<file path="config.mk">
export PLATFORM = sky130hd
export DESIGN_NAME = dac_dbuf_regs
export DESIGN_NICKNAME = d
export VERILOG_FILES = /design/src/rtl/dac_dbuf_pkg.sv /design/src/rtl/dac_addr_dec.sv /design/src/rtl/dac_chan_latch.sv /design/src/rtl/dac_dbuf_regs.sv
export SDC_FILE = /design/constraint.sdc
export NUM_CORES = 1
export LEC_CHECK = 0
export BUFFER_PORTS_ARGS = -buffer_cell sky130_fd_sc_hd__buf_2
export CAP_MARGIN = 20
export CORE_MARGIN = 1.5
export CORE_UTILIZATION = 56
export CTS_CLUSTER_DIAMETER = 100
export DETAILED_ROUTE_END_ITERATION = 10
export PLACE_DENSITY = 0.83
export SYNTH_ARGS = -nofsm -noshare
export SYNTH_HDL_FRONTEND = slang
export SYNTH_SLANG_ARGS = --single-unit
</file>
<file path="constraint.sdc">
create_clock -name clk_i -period 1.45 [get_ports clk_i]
set_input_delay 0.0725 -clock clk_i [delete_from_list [all_inputs] [get_ports clk_i]]
set_output_delay 0.0725 -clock clk_i [all_outputs]
set_load 0.1 [all_outputs]
</file>
<file path="src/rtl/dac_dbuf_pkg.sv">
package dac_dbuf_pkg;
  localparam int unsigned BUS_W   = 8;
  localparam int unsigned CODE_W  = 12;
  localparam int unsigned HI_W    = CODE_W - BUS_W;
  localparam int unsigned ADDR_W  = 4;
  localparam int unsigned N_CH    = 2;
  localparam logic [ADDR_W-1:0] BASE_OFS = 4'd4;
endpackage

</file>
<file path="src/rtl/dac_addr_dec.sv">
module dac_addr_dec
  import dac_dbuf_pkg::*;
#(
  parameter int unsigned NCH = N_CH
) (
  input  logic              wr_en_i,
  input  logic [ADDR_W-1:0] addr_i,
  output logic [NCH-1:0]    lo_we_o,
  output logic [NCH-1:0]    hi_we_o
);
  for (genvar c = 0; c < NCH; c++) begin : g_dec
    localparam logic [ADDR_W-1:0] LO_A = ADDR_W'(BASE_OFS + 2*c);
    localparam logic [ADDR_W-1:0] HI_A = ADDR_W'(BASE_OFS + 2*c + 1);
    assign lo_we_o[c] = wr_en_i && (addr_i == LO_A);
    assign hi_we_o[c] = wr_en_i && (addr_i == HI_A);
  end
endmodule

</file>
<file path="src/rtl/dac_chan_latch.sv">
module dac_chan_latch
  import dac_dbuf_pkg::*;
(
  input  logic              clk_i,
  input  logic              rst_ni,
  input  logic              lo_we_i,
  input  logic              hi_we_i,
  input  logic [BUS_W-1:0]  wdata_i,
  output logic [CODE_W-1:0] code_o,
  output logic              commit_o
);
  logic [BUS_W-1:0] lo_q;

  always_ff @(posedge clk_i or negedge rst_ni) begin
    if (!rst_ni) begin
      lo_q     <= '0;
      code_o   <= '0;
      commit_o <= 1'b0;
    end else begin
      commit_o <= hi_we_i;
      if (lo_we_i) lo_q <= wdata_i;
      // commit uses the byte staged before this edge
      if (hi_we_i) code_o <= {wdata_i[HI_W-1:0], lo_q};
    end
  end


  code_no_silent_change_chk: assert property (@(posedge clk_i) disable iff (!rst_ni)
    !$stable(code_o) |-> commit_o);

  commit_follows_strobe_chk: assert property (@(posedge clk_i) disable iff (!rst_ni)
    hi_we_i |=> commit_o);

  commit_value_chk: assert property (@(posedge clk_i) disable iff (!rst_ni)
    hi_we_i |=> code_o == {$past(wdata_i[HI_W-1:0]), $past(lo_q)});

  stage_hidden_chk: assert property (@(posedge clk_i) disable iff (!rst_ni)
    (lo_we_i && !hi_we_i) |=> $stable(code_o));
endmodule

</file>
<file path="src/rtl/dac_dbuf_regs.sv">
module dac_dbuf_regs
  import dac_dbuf_pkg::*;
(
  input  logic               clk_i,
  input  logic               rst_ni,
  input  logic               wr_en_i,
  input  logic [ADDR_W-1:0]  addr_i,
  input  logic [BUS_W-1:0]   wdata_i,
  output logic [CODE_W-1:0]  code0_o,
  output logic [CODE_W-1:0]  code1_o,
  output logic [N_CH-1:0]    commit_o
);
  logic [N_CH-1:0]   lo_we, hi_we;
  logic [CODE_W-1:0] code [N_CH];

  dac_addr_dec #(.NCH(N_CH)) u_dec (
    .wr_en_i(wr_en_i), .addr_i(addr_i), .lo_we_o(lo_we), .hi_we_o(hi_we)
  );

  for (genvar c = 0; c < N_CH; c++) begin : g_ch
    dac_chan_latch u_ch (
      .clk_i(clk_i), .rst_ni(rst_ni), .lo_we_i(lo_we[c]), .hi_we_i(hi_we[c]),
      .wdata_i(wdata_i), .code_o(code[c]), .commit_o(commit_o[c])
    );
  end

  assign code0_o = code[0];
  assign code1_o = code[1];


  single_target_chk: assert property (@(posedge clk_i) disable iff (!rst_ni)
    $onehot0({lo_we, hi_we}));

  ch1_isolated_chk: assert property (@(posedge clk_i) disable iff (!rst_ni)
    (wr_en_i && addr_i inside {4'd4, 4'd5}) |=> $stable(code1_o));

  ch0_isolated_chk: assert property (@(posedge clk_i) disable iff (!rst_ni)
    (wr_en_i && addr_i inside {4'd6, 4'd7}) |=> $stable(code0_o));

  pulse_one_cycle_chk: assert property (@(posedge clk_i) disable iff (!rst_ni)
    (commit_o != '0) |-> $onehot(commit_o));
endmodule

</file>
# --- Word-level counts from Yosys, hierarchy flattened ---
# Index checks and enable logic that the tools add are counted.
word_totals:
  elab_cells: 14
  latch_bits: 0
  output_inout_bits: 26
  rom_bits: 0
  inputBits: 15
  ff_bits: 42
  n_memories: 0
  ramBits: 0
op_classes:
  n_reduce_logical: 4
  n_eq_ne: 4
  n_shift: 0
  n_addsub: 0
  magnitude_cmp: 0
  mul: 0
  muxes: 0
  n_bitwise: 0
  div: 0
op_table:
  columns: ["cell", "n"]
  rows:
  - ["4-bit by 3-bit equality test with 1-bit output, second input constant", 4]
  - ["1-bit logical AND", 4]

# --- Depth between registers and ports, before layout ---
depth:
  ltp_word: 2
  ltp_mapped: 4
  mapped_depth_nobuf: 3

# --- Hierarchy ---
# From an unflattened synthesis, not the netlist that was laid out.
unflattened:
  hier_cells: 93
  area_unflattened_um2: 1669.1
by_module_without_submodules:
  columns: ["mod", "cells_each", "area_each_um2", "instances"]
  rows:
  - ["dac_chan_latch", 43, 810.8, 2]
  - ["dac_addr_dec", 7, 47.5, 1]

# --- Worst setup path after synthesis ---
# No wires, ideal clock.
synth_path:
  path_type: "reg2reg"
  start: "register g_ch[0].u_ch.code_o[0] (netlist name)"
  end: "register g_ch[0].u_ch.code_o[0]"
  n_path_buf: 0
  path_slack_ps: 190
  arrival_ps: 1134
  stages_incl_launch_ff: 2
  cell_sequence: "dfrtp_1 -> mux2_2"
synth_rtl:
  columns: ["item", "line", "text"]
  rows:
  - ["end signal, assigned", "dac_chan_latch.sv:23", "if (hi_we_i) code_o <= {wdata_i[HI_W-1:0], lo_q};"]
  - ["end, declared", "dac_chan_latch.sv:9", "output logic [CODE_W-1:0] code_o,"]

# --- Worst setup path in the final report ---
layout_path:
  start: "register g_ch[0].u_ch.code_o[4]"
  end: "output code0_o[4]"
layout_rtl:
  columns: ["item", "line", "text"]
  rows:
  - ["end, declared", "dac_dbuf_regs.sv:9", "output logic [CODE_W-1:0] code0_o,"]
# No word-level cell between the ends.

==> impl_metrics.ini <==
[run_status]
status = complete, but fails checks
violations = DRC

[worst_setup_path]
crit_chain = buf_2
slowest_stage = buf_2
cp.buffers_inverters = 1
cp-end-kind = output port
critPathMaxFanout = 2
critical_path.startpoint_type = register
critPathTopFamily = buffers and inverters
path_class = reg2out
slowest_delay_ns = 0.43
required_ns = 1.38
critical_path_arrival_ns = 1.19

[timing]
worst_slack_ns = 0.189
rsz0062_at_grt = false
worst_clock_skew_ns = 0.0140
period_minus_slack_ns = 1.26
finalSetupViolCount = 0
period_share = 0.869
slew_viol_final = 0
fmax_ghz = 0.793
fin_setup_tns_ns = 0
tightest_slew_ns = 0.509
holdWs_ns = 0.152
relSlewSlack = 0.660
hold_viol = 0

[synthesis]
yosys.cell_types.count = 13
ys_seq_area_frac = 0.624
synth_most_common_cell = dfrtp_1
yosys-top-cells-area = dfrtp_1 62%, mux2_4 16%, mux2_1 11%, mux2_2 4.0%, buf_6 2.0%
post_synth_inst_count = 96
synthFlopType = dfrtp_1
yosysWarnings = 0
synth_area_per_cell_sq_um = 17.5
synth.top_cell.area_share = 0.624
synth_edf_count = 0
syn-num-nets = 111
ys_seq_elements = 42
postSynth.asyncResetShare = 1.00
netlist.top_cell.by_area = dfrtp_1
syn_area_sq_um = 1680
yosys-top-cells-count = 42 x dfrtp_1, 18 x mux2_4, 16 x mux2_1

[floorplanning]
die_h_um = 57.8
die_area_sq_um = 3350
row_count = 19
design.core.area_sq_um = 2810
start_util = 0.600
dieWidth_um = 57.8
pin_count = 41

[final_layout]
drive_gt1_frac = 0.520
final_nets = 166
n_antenna_cell = 0
fillCellCount = 191
area_delta_synth_final_pct = 23.0

[power]
ir_worst_vdd_v = 0.00112
p_leak_nw = 1.13
powerDensity_nw_per_um2 = 1990
intPower_mw = 2.06
clock_power_share = 0.145
netSwitchingFraction = 0.500
combPwrFrac = 0.468
pwr-share-seq = 0.387
switching_power_mw = 2.06

[clocking]
clk_path_buf_depth = 2
cts_tree = yes
cts.sinks = 42
htree_levels = 2
cts_made_buffers = 5
clk_pin_slew_ns = 0.14
clk_latency_ns = 0.36
root_buffer = clkbuf_4
postCtsSetupRepairBufs = 0

[route]
viasPerCell = 5.15
drt_iter0_drc = 27
wire_per_inst_um = 15.3
wirelength_um = 2800
first_pass_iters = 7
vias = 942
ant_nets = 0
drc = 8

[placed_design]
dp_hpwl_um = 1920
port_buffers = 40
dp_slack_ns = 0.182
place.gp.congestion = 0.709

[global_routing]
grt_start_max_net_pins = 24
grt_antenna_before_repair = 0
grt_use_total = 0.187
grt_pass1_vias = 917
grt_pass1_wl_um = 4510
grt-ovfl-total = 0

[run]
drv_cap = 0

[hold_path]
hold_class = in2reg
[registers in the layout, indices dropped and copies added, names as in the netlist]
register / cells
g_ch.u_ch.code_o: 24
g_ch.u_ch.lo_q: 16
g_ch.u_ch.commit_o: 2
[layout by cell type (no fill, tap or decap)]
cell type	instances
mux2_1	16
and4bb_1	1
clkinv_4	1
mux2_4	18
clkbuf_4	5
nor2b_1	2
dfrtp_1	42
and4b_1	1
mux2_2	6
buf_2	40
buf_4	4
dlygate4sd3_1	9
clkinvlp_4	1
nand4_2	1
nand2_2	1
buf_12	1
inv_6	1
inv_1	2
[routing by layer]
layer	wire (um)	GRT usage	share of wire
met3	160	0.0670	0.057
met4	36	0.0698	0.013
met2	1290	0.271	0.46
met1	1320	0.261	0.47
met5	0	0	0
[metrics by stage]
step                      std cells  instance area [sq um]  utilization  power, mW
after floorplan                  96                   1680            -       3.22
after global placement          166                   1920        0.684       3.50
after detailed placement        166                   1920        0.684       3.54
after CTS                       183                   2070        0.739       4.16
after global routing            183                   2070        0.739       4.28
final                           183                   2070        0.739       4.12
[kinds of logic after synthesis]
logic type / Yosys count / share of synthesized area
buf+inv: 8 / 0.0364
simple gates: 6 / 0.0319
flops: 42 / 0.624
mux: 40 / 0.308
[power by group through the flow]
stage	registers [mW]	logic (mW)	clock network [mW]
CTS	1.60	1.94	0.621
floorplan	2.89	0.331	0
global route	1.63	1.99	0.662
global placement	1.60	1.90	0
finish	1.60	1.93	0.596
detailed placement	1.62	1.92	0
[worst paths after layout]
kind	startpoint	to	slack [ns]	cells past startpoint
min in group asynchronous	rst_ni	g_ch[0].u_ch.lo_q[1]	0.19	2
setup reg to reg	g_ch[1].u_ch.lo_q[4]	g_ch[1].u_ch.lo_q[4]	0.65	1
hold / removal	addr_i[1]	g_ch[1].u_ch.commit_o	0.15	4
max in group asynchronous	rst_ni	g_ch[1].u_ch.code_o[7]	0.69	3
setup / recovery	g_ch[0].u_ch.code_o[4]	code0_o[4]	0.19	1
hold reg to reg	g_ch[0].u_ch.lo_q[3]	g_ch[0].u_ch.lo_q[3]	0.50	1
[what timing repair did]
item | CTS | global route
endpoints found under the hold margin | 45 | 0
gates resized for setup | 0 | 0
hold buffers | 9 | 0
[area by class of cell]
type                    count  area (sq um)  area share
inverters                   2          7.51     0.00362
repair buffers             54           340       0.164
clock inverters             3          25.0      0.0121
flip-flops and latches     42          1050       0.507
multi-input cells          46           572       0.276
well taps                  31          38.8      0.0187
clock buffers               5          37.5      0.0181
Note: power is estimated with default switching activity, not from simulation.
